==> config.mk <==
export PLATFORM = sky130hd
export DESIGN_NAME = sersync_port
export DESIGN_NICKNAME = d
export VERILOG_FILES = /design/src/rtl/sersync_pkg.sv /design/src/rtl/sp_sclk_edge.sv /design/src/rtl/sp_rx.sv /design/src/rtl/sp_tx.sv /design/src/rtl/sersync_port.sv
export SDC_FILE = /design/constraint.sdc
export NUM_CORES = 1
export LEC_CHECK = 0
export CORE_ASPECT_RATIO = 0.7
export CORE_MARGIN = 2
export CORE_UTILIZATION = 44
export CTS_CLUSTER_SIZE = 10
export DETAILED_ROUTE_END_ITERATION = 6
export GPL_ROUTABILITY_DRIVEN = 0
export GPL_TIMING_DRIVEN = 0
export PLACE_DENSITY = 0.66
export SYNTH_ARGS = -nofsm -noshare
export SYNTH_HDL_FRONTEND = slang
export SYNTH_SLANG_ARGS = --single-unit
==> constraint.sdc <==
create_clock -name clk -period 2.2 [get_ports clk]
set_clock_uncertainty 0.15 [all_clocks]
set_input_delay 0.44 -clock clk [delete_from_list [all_inputs] [get_ports clk]]
set_output_delay 0.44 -clock clk [all_outputs]
set_load 0.01 [all_outputs]
==> src/rtl/sersync_pkg.sv <==
// Shared definitions for the serial port: default word width and the shifter phase.
package sersync_pkg;
    parameter int unsigned SP_WORD_W_DEF = 16;

    typedef enum logic {
        SP_IDLE  = 1'b0,
        SP_SHIFT = 1'b1
    } sp_phase_e;
endpackage

==> src/rtl/sp_sclk_edge.sv <==
// Serial clock edge finder.
// Turns the sampled serial clock level into single-cycle rise and fall strobes.
// Assumes sclk is already synchronous to clk and holds each level for at least
// two clk cycles.
module sp_sclk_edge (
    input  logic clk,
    input  logic sclk,
    output logic rise,
    output logic fall
);
    logic sclk_q;

    // Remember last cycle's level; no reset, so no false edge when reset is released.
    always_ff @(posedge clk) begin
        sclk_q <= sclk;
    end

    assign rise = sclk & ~sclk_q;
    assign fall = ~sclk & sclk_q;
endmodule

==> src/rtl/sp_rx.sv <==
// Receive path: a shift register fed on falling serial clock edges, plus a
// one-word holding register with overrun protection and an interrupt pulse.
// Assumes W >= 2. A frame sync must be low at one falling edge before it can
// start another word.
module sp_rx
    import sersync_pkg::*;
#(
    parameter int unsigned W = SP_WORD_W_DEF
) (
    input  logic         clk,
    input  logic         rst_n,
    input  logic         fall,
    input  logic         fs,
    input  logic         sdi,
    input  logic         rd,
    output logic [W-1:0] rdata,
    output logic         full,
    output logic         irq,
    output logic         overrun
);
    localparam int unsigned CW = $clog2(W + 1);

    sp_phase_e    phase;
    logic [CW-1:0] cnt;
    logic [W-1:0]  shreg;
    logic          fs_low;
    logic          starting;
    logic          done;
    logic          free;
    logic [W-1:0]  word_in;

    // Decode the frame start, the word completion and buffer availability.
    always_comb begin
        starting = fall && (phase == SP_IDLE) && fs && fs_low;
        done     = fall && (phase == SP_SHIFT) && (cnt == CW'(W - 1));
        word_in  = {shreg[W-2:0], sdi};
        free     = ~full | rd;
    end

    // Shift serial bits in, most significant first, and count them.
    always_ff @(posedge clk) begin
        if (!rst_n) begin
            phase  <= SP_IDLE;
            cnt    <= '0;
            shreg  <= '0;
            fs_low <= 1'b1;
        end else if (fall) begin
            fs_low <= ~fs;
            if (starting) begin
                shreg <= {{(W-1){1'b0}}, sdi};
                cnt   <= CW'(1);
                phase <= SP_SHIFT;
            end else if (phase == SP_SHIFT) begin
                shreg <= word_in;
                cnt   <= cnt + 1'b1;
                if (done) begin
                    phase <= SP_IDLE;
                end
            end
        end
    end

    // Move a completed word into the holding register unless it is still unread.
    always_ff @(posedge clk) begin
        if (!rst_n) begin
            rdata   <= '0;
            full    <= 1'b0;
            irq     <= 1'b0;
            overrun <= 1'b0;
        end else begin
            irq <= done & free;
            if (done && free) begin
                rdata <= word_in;
                full  <= 1'b1;
            end else if (rd) begin
                full <= 1'b0;
            end
            if (done && !free) begin
                overrun <= 1'b1;
            end else if (rd) begin
                overrun <= 1'b0;
            end
        end
    end
endmodule

==> src/rtl/sp_tx.sv <==
// Transmit path: a one-word holding register written by the CPU, and a shift
// register loaded from it at each qualified frame start and shifted out on
// rising serial clock edges. An empty holding register makes the frame send
// zeros and raises the underrun flag.
// Assumes W >= 2. The frame sync qualifier starts armed after reset, so a sync
// that is already high when reset is released still opens a frame.
module sp_tx
    import sersync_pkg::*;
#(
    parameter int unsigned W = SP_WORD_W_DEF
) (
    input  logic         clk,
    input  logic         rst_n,
    input  logic         rise,
    input  logic         fs,
    input  logic         wr,
    input  logic [W-1:0] wdata,
    output logic         sdo,
    output logic         full,
    output logic         irq,
    output logic         underrun
);
    localparam int unsigned CW = $clog2(W + 1);

    sp_phase_e     phase;
    logic [CW-1:0] cnt;
    logic [W-1:0]  shreg;
    logic [W-1:0]  hold_q;
    logic          fs_low;
    logic          last;
    logic          starting;

    // The last bit period ends on the rising edge after the LSB is driven.
    always_comb begin
        last     = (phase == SP_SHIFT) && (cnt == CW'(W));
        starting = rise && ((phase == SP_IDLE) || last) && fs && fs_low;
    end

    // Load the shift register at a frame start, then shift it out MSB first.
    always_ff @(posedge clk) begin
        if (!rst_n) begin
            phase  <= SP_IDLE;
            cnt    <= '0;
            shreg  <= '0;
            fs_low <= 1'b1;
        end else if (rise) begin
            fs_low <= ~fs;
            if (starting) begin
                shreg <= full ? hold_q : '0;
                cnt   <= CW'(1);
                phase <= SP_SHIFT;
            end else if (phase == SP_SHIFT) begin
                shreg <= {shreg[W-2:0], 1'b0};
                cnt   <= cnt + 1'b1;
                if (last) begin
                    phase <= SP_IDLE;
                end
            end
        end
    end

    // Keep the holding register, its full state, the interrupt and the underrun flag.
    always_ff @(posedge clk) begin
        if (!rst_n) begin
            hold_q   <= '0;
            full     <= 1'b0;
            irq      <= 1'b0;
            underrun <= 1'b0;
        end else begin
            irq <= starting & full;
            if (starting && full) begin
                full <= 1'b0;
            end
            if (starting && !full) begin
                underrun <= 1'b1;
            end
            if (wr) begin
                hold_q   <= wdata;
                full     <= 1'b1;
                underrun <= 1'b0;
            end
        end
    end

    assign sdo = shreg[W-1];
endmodule

==> src/rtl/sersync_port.sv <==
// Double-buffered frame-synchronised serial port (top level).
// Connects the serial clock edge finder to the receive and transmit paths.
// Assumes all serial inputs are synchronous to clk. The reset is synchronous
// and active low.
module sersync_port
    import sersync_pkg::*;
#(
    parameter int unsigned WORD_W = SP_WORD_W_DEF
) (
    input  logic              clk,
    input  logic              rst_n,
    input  logic              sclk,
    input  logic              rx_fs,
    input  logic              tx_fs,
    input  logic              sdi,
    input  logic              rx_rd,
    output logic [WORD_W-1:0] rx_data,
    input  logic              tx_wr,
    input  logic [WORD_W-1:0] tx_wdata,
    output logic              sdo,
    output logic              rx_irq,
    output logic              tx_irq,
    output logic              rx_overrun,
    output logic              tx_underrun
);
    logic sclk_rise;
    logic sclk_fall;
    logic rx_full;
    logic tx_full;

    sp_sclk_edge u_edge (
        .clk  (clk),
        .sclk (sclk),
        .rise (sclk_rise),
        .fall (sclk_fall)
    );

    sp_rx #(.W(WORD_W)) u_rx (
        .clk     (clk),
        .rst_n   (rst_n),
        .fall    (sclk_fall),
        .fs      (rx_fs),
        .sdi     (sdi),
        .rd      (rx_rd),
        .rdata   (rx_data),
        .full    (rx_full),
        .irq     (rx_irq),
        .overrun (rx_overrun)
    );

    sp_tx #(.W(WORD_W)) u_tx (
        .clk      (clk),
        .rst_n    (rst_n),
        .rise     (sclk_rise),
        .fs       (tx_fs),
        .wr       (tx_wr),
        .wdata    (tx_wdata),
        .sdo      (sdo),
        .full     (tx_full),
        .irq      (tx_irq),
        .underrun (tx_underrun)
    );
endmodule

==> qor.csv, run 1 <==
metric,value,unit
status,"finished, final reports clean",
DR WL/cell,14.6,um
worst hold path type,flip-flop to flip-flop,
Pint,2.54,mW
Reg power frac,48.9,%
power per cell area,765,mW/mm2
largest cells by area after synthesis,"dfxtp_1 (50%), mux2i_1 (9.5%), nand2_1 (7.3%)",
later-pin clock latency in the skew report,0.35,ns
vias post-DR,2754,
IO Pins,45,
Tcrit/Tclk final,94.2,%
postcts setup bufs,0,
data arrival time of the critical path,2.20,ns
number of global-route vias before repair,2618,
remaining global-route overflow,0,
leading area contributor after synthesis,dfxtp_1,
hold slack,0.310,ns
I/O Buffers,42,
initial antenna violation count,0,
Post-CTS Hold Fix Bufs,0,
# diodes,0,
post_cts resized,2,
fraction of layout cells with a size suffix above 1,8.63,%
HPWL Detailed,5130,um
Root Driver,clkbuf_8,
ys async rst share,0,%
die width,109,um
Fin. Hold Viols,0,
commonest register cell after synthesis,dfxtp_1,
initial DRC count,147,
WL final,7510,um
VDD IR-drop max,421,uV
Clock Sink Count,84,
power share of the clock group,44.9,%
Total Routing Usage GR,19.6,%
die area,0.00841,mm2
maximum clock path buffer count,2,
fin crit period,2.07,ns
CTS tree,built,
clock transition at the registers of the reported paths,0.08,ns
synthesis-stage register bit count,84,
Setup-failing EPs final,0,
Synth cell types,46,
kind of critical path,flip-flop to flip-flop,
synthesized cell area,0.00338,mm2
Area Growth Syn to Fin,24.2,%
Max-slew headroom,62.5,%
overall power,3.21,mW
Gate Count Post-Synth,359,
critical path peak fanout,10,
RSZ-0062 raised after global routing,false,
critical path launch point type,flip-flop,
critical path required time,2.33,ns
syn_area_per_cell,9.42,um2
f_max,0.483,GHz
DR DRC count,0,
Filler Cell Count,637,
fin. max-slew vios,0,
leakage power,1.54,nW
Combinational Power Share,6.2,%
total CTS buffers,9,
vias per cell,5.35,
Core ar.,0.00738,mm2
Setup crit end kind,flip-flop,
max-capacitance violation count,0,
# rows,26,
Pre-antenna DRT Iters,4,
Total Nets Final,440,
sequential share of the synthesized area,49.7,%
antenna-violating nets left,0,
largest net degree at the start of global routing,14,
measured slew at the worst slew-check pin,0.562,ns
Die Ht,77.3,um
setup_tns,0,ns
Switching Share,21.0,%
Synth Warn #,0,
Yosys top cell area share,49.7,%
initial core utilization,45.8,%
Net Sw Power,0.675,mW
fin util,56.8,%
"EDFF count, synth",0,
H-tree depth,3,
Post-Synthesis Net Count,387,
first-pass GRT wire length,13000,um
## power by group through the flow
stage               Clock (mW)  Combinational (mW)  Sequential [mW]
finish                    1.44               0.199             1.57
global route              1.55               0.219             1.58
CTS                       1.48               0.199             1.57
detailed placement           0               0.198             1.61
global placement             0               0.194             1.61
floorplan                    0               0.118             1.60
## critical path, stage by stage (launching register included)
cell and delay [ns]:
dfxtp_2 0.39, ha_1 0.20, and3_1 0.17, ha_1 0.20, nand4b_1 0.17, nor2b_1 0.14
buf_4 0.20, buf_6 0.18, mux2i_1 0.20
## routing by layer
metal	up-vias	part of all wire, %	global-route usage, %
met5	-	0	0
met4	0	0.77	6.28
met3	6	5.6	6.55
met2	69	43	26.8
met1	1289	51	28.8
li1	1390	-	-
## cells in the final DEF (no fill, tap or decap), types with 2 or more instances in the layout
cell type and n:
inv_1 5, clkbuf_1 8, a221o_1 15, bufinv_16 4
nor3_1 2, dfxtp_1 82, o211a_1 2, mux2i_1 32
clkdlybuf4s50_1 42, o31ai_1 3, o21ai_0 3, nand4b_1 2
o211ai_1 2, dfxtp_2 2, a21oi_1 36, a211oi_1 5
buf_6 5, nand2b_1 4, or4_1 3, buf_1 6
and2_1 2, a311oi_1 2, nand2_1 66, nor2b_1 2
clkbuf_8 10, nand3_1 20, ha_1 4, nor2_1 18
buf_2 9
## cell type report
type                            count  area (um2)  area share, %
Buffer                             27         154           3.67
Clock buffer                       12         145           3.46
Clock inverter                      4         120           2.86
Inverter                            6        22.5          0.537
Multi-Input combinational cell    242        1530           36.4
Sequential cell                    84        1680           40.1
Tap cell                           98         123           2.92
Timing Repair Buffer               42         420           10.0
## metrics by stage
| stage | worst slack [ns] | cell area, um2 | std cells |
|---|---|---|---|
| after floorplan | 0.303 | 3380 | 359 |
| after global placement | -0.263 | 3920 | 499 |
| after detailed placement | -0.278 | 3920 | 499 |
| after CTS | 0.0484 | 4200 | 515 |
| after global routing | 0.00753 | 4200 | 515 |
| final | 0.128 | 4200 | 515 |
## final timing paths
path / startpoint / to / slack [ns] / depth (start not counted)
setup / recovery: u_rx.cnt[0]$_SDFFE_PN0P_ / u_rx.rdata[14]$_SDFFE_PN0P_ / 0.13 / 8
hold reg to reg: u_rx.rdata[7]$_SDFFE_PN0P_ / u_rx.rdata[7]$_SDFFE_PN0P_ / 0.31 / 2
hold / removal: u_rx.rdata[7]$_SDFFE_PN0P_ / u_rx.rdata[7]$_SDFFE_PN0P_ / 0.31 / 2
setup reg to reg: u_rx.cnt[0]$_SDFFE_PN0P_ / u_rx.rdata[14]$_SDFFE_PN0P_ / 0.13 / 8
## sequential cells by signal, indices dropped and copies added (netlist names)
name,flops
u_rx.fs_low,1
u_edge.sclk_q,1
u_tx.hold_q,16
u_rx.cnt,5
u_tx.cnt,5
u_tx.shreg,16
u_rx.irq,1
u_tx.underrun,1
u_rx.overrun,1
u_rx.full,1
u_tx.fs_low,1
u_tx.irq,1
u_rx.shreg,15
u_tx.full,1
u_rx.phase,1
u_rx.rdata,16
u_tx.phase,1
## Yosys cell counts (2+ instances only)
master and count:
o21ai_0 3, clkbuf_1 6, o211a_1 2, o211ai_1 2, nand4b_1 2, nor2b_1 2
nand3_1 20, a221o_1 15, and2_1 2, or4_1 3, mux2i_1 32, nor2_1 18
inv_1 5, nand2b_1 4, nor3_1 2, buf_1 6, buf_6 4, dfxtp_1 84
buf_2 10, a211oi_1 5, nand2_1 66, a21oi_1 36, o31ai_1 3, ha_1 4
a311oi_1 2
## cell families after synthesis
family | count (synthesis) | synth area share [%]
and+or+nand+nor | 127 | 17.6
DFF | 84 | 49.7
buffers and inverters | 33 | 5.03
muxes | 32 | 9.47
AOI/OAI and AO/OA | 79 | 16.7
adders and majority gates | 4 | 1.48
(Power assumes the default switching activity.)
==> run 2: changes to the inputs <==
CAP_MARGIN = 10   (was not set)
CORE_UTILIZATION = 54   (was 44)
PLACE_DENSITY = 0.79   (was 0.66)
==> run 2 against run 1 <==
Compared with the run above: cell area is 2.4% lower; via count grew 3.1%; count of clock-buffer cells in the layout grew 1; worst setup slack worse by 0.013 ns; combinational power about the same; sequential power hardly changed; worst hold slack lost 0.018 ns; critical path type is now input port to flip-flop; highest routed layer unchanged.
==> qor.csv, run 2 (synthesis results as in run 1) <==
metric,value,unit,change
Core ar.,0.00613,mm2,-17%
later-pin clock latency in the skew report,0.35,ns,about the same
maximum clock path buffer count,2,,unchanged
Crit Reg-Reg Endpoint,u_rx.rdata[15]$_SDFFE_PN0P_,,
placed insts,479,,-4.0%
max-capacitance violation count,0,,unchanged
"commonest non-fill, non-tap cell in the layout",dfxtp_1,,
power per cell area,692,mW/mm2,-9.6%
largest registers,"u_rx.rdata: 16 flops, u_tx.hold_q: 16 flops, u_tx.shreg: 16 flops",,
leakage power,1.51,nW,-1.8%
most frequent cells in the layout,"dfxtp_1 (82), nand2_1 (66), clkdlybuf4s50_1 (41)",,
CTS tree,built,,
f_max,0.480,GHz,-0.60%
vias per cell,5.74,,+7.4%
critical path peak fanout,10,,unchanged
Pint,2.18,mW,-14%
Worst Hold End,u_edge.sclk_q$_DFF_P_,,
Reg power frac,55.4,%,+6.5 points
Root Driver,clkbuf_8,,
remaining global-route overflow,0,,unchanged
clock transition at the registers of the reported paths,0.08,ns,about the same
die area,0.00692,mm2,-18%
antenna-violating nets left,0,,unchanged
WL final,7730,um,+3.0%
critical path launch point type,input port,,
fin crit period,2.08,ns,+0.0125 ns
I/O Buffers,42,,unchanged
overall power,2.83,mW,-12%
# rows,24,,-7.7%
total CTS buffers,9,,unchanged
data arrival time of the critical path,2.17,ns,-0.03 ns
Die Ht,70.2,um,-9.2%
critical path required time,2.29,ns,-0.04 ns
Fin. Hold Viols,0,,unchanged
largest net degree at the start of global routing,13,,-1
fin util,66.9,%,+10 points
Setup-failing EPs final,0,,unchanged
Worst R2R Setup Slack,0.13,ns,about the same
worst hold path type,input port to flip-flop,,
initial core utilization,55.2,%,+9.4 points
critical path cell sequence,clkdlybuf4s50_1 > a21o_1 > clkbuf_1 > a21oi_1 > a221o_1,,
measured slew at the worst slew-check pin,0.634,ns,+0.0719 ns
Critical Path Slowest Stage Cell,clkdlybuf4s50_1,,
Net Sw Power,0.650,mW,-3.7%
DR DRC count,0,,unchanged
Finished Layout Cells,494,,-4.1%
Pre-antenna DRT Iters,7,,+3
initial DRC count,202,,+37%
area of the multi-input gates,0.00153,mm2,unchanged
fraction of layout cells with a size suffix above 1,8.17,%,-0.46 points
# diodes,0,,unchanged
Filler Cell Count,504,,-21%
Clock Sink Count,84,,unchanged
initial antenna violation count,0,,unchanged
fin. max-slew vios,0,,unchanged
IO Pins,45,,unchanged
Reg area,0.00168,mm2,unchanged
hold_sp,sclk,,
Switching Share,22.9,%,+1.9 points
VDD IR-drop max,361,uV,-14%
kind of critical path,input port to flip-flop,,
number of global-route vias before repair,2712,,+3.6%
Total Routing Usage GR,23.3,%,+3.7 points
Post-CTS Hold Fix Bufs,0,,unchanged
Tcrit/Tclk final,94.8,%,+0.57 points
power share of the clock group,37.5,%,-7.4 points
RSZ-0062 raised after global routing,false,,
setup_tns,0,ns,unchanged
worst r2r src,u_rx.cnt[0]$_SDFFE_PN0P_,,
H-tree depth,3,,unchanged
first-pass GRT wire length,13000,um,-0.16%
worst hold path cell count,1,,-1
vias post-DR,2838,,+3.1%
worst stage delay on the critical path,0.60,ns,+0.21 ns
status,"finished, final reports clean",,
Setup crit end kind,flip-flop,,
reg2reg path depth,8,,unchanged
die width,98.6,um,-9.4%
Total Nets Final,440,,unchanged
HPWL Detailed,5360,um,+4.4%
hold slack,0.291,ns,-0.0184 ns
Max-slew headroom,57.7,%,-4.8 points
DR WL/cell,15.7,um,+7.4%
Combinational Power Share,7.1,%,+0.9 points
Area Growth Syn to Fin,21.2,%,
-- run 2: cell types whose count changed in the layout (fill, tap and decap cells not counted) --
cell,delta
buf_4,-1
buf_6,+1
bufinv_16,-3
clkbuf_1,+1
clkdlybuf4s50_1,-1
clkinv_2,+1
dlymetal6s2s_1,+1
-- run 2: cell type report --
class / instances / area share (%)
flip-flops and latches: 84 / 41.1
multi-input cells: 242 / 37.3
inverters: 6 / 0.550
plain buffers: 27 / 3.85
clock buffers: 13 / 3.63
clock inverters: 2 / 0.855
repair buffers: 42 / 10.3
well taps: 78 / 2.38
-- run 2: routing by layer --
metal / part of all wire [%] / vias to the layer above / track usage [%]
li1: - / 1390 / -
met1: 48 / 1348 / 32.8
met2: 45 / 94 / 35.0
met3: 5.8 / 6 / 6.61
met4: 0.65 / 0 / 7.00
met5: 0 / - / 0
-- run 2: worst max path at each step --
stage                                   startpoint                     endpoint  slack, ns  cells after the start
after global placement                        sclk  u_tx.shreg[10]$_SDFFE_PN0P_      -0.20                      6
final                                        tx_fs   u_tx.shreg[6]$_SDFFE_PN0P_       0.12                      5
after global routing      u_rx.cnt[0]$_SDFFE_PN0P_  u_rx.rdata[11]$_SDFFE_PN0P_      0.006                      8
after floorplan           u_rx.cnt[0]$_SDFFE_PN0P_  u_rx.rdata[10]$_SDFFE_PN0P_       0.30                      8
after CTS                 u_rx.cnt[0]$_SDFFE_PN0P_  u_rx.rdata[15]$_SDFFE_PN0P_       0.03                      8
after detailed placement                      sclk  u_rx.rdata[15]$_SDFFE_PN0P_      -0.29                      6
-- run 2: what timing repair did --
item,CTS,global route
cloned,0,0
setup buffers,0,0
gates resized for setup,1,5
endpoints found under the setup margin,9,11
pin swaps,0,0
-- run 2: critical path, delay by kind of cell --
| kind | cells | cell delay (ns) |
|---|---|---|
| AOI/OAI and AO/OA | 3 | 0.74 |
| buffers and inverters | 2 | 0.99 |
-- run 2: power groups by stage --
stage	registers, mW	logic [mW]	clock network [mW]
3_5_place_dp	1.61	0.198	0
5_1_grt	1.57	0.219	1.14
4_1_cts	1.57	0.200	1.07
6_report	1.57	0.201	1.06
2_1_floorplan	1.60	0.118	0
3_3_place_gp	1.60	0.192	0
-- run 2: through the flow --
stage          setup slack [ns]  cell area, um2
3_3_place_gp             -0.201            3900
5_1_grt                 0.00580            4100
2_1_floorplan             0.303            3380
6_report                  0.115            4100
3_5_place_dp             -0.294            3900
4_1_cts                  0.0268            4090
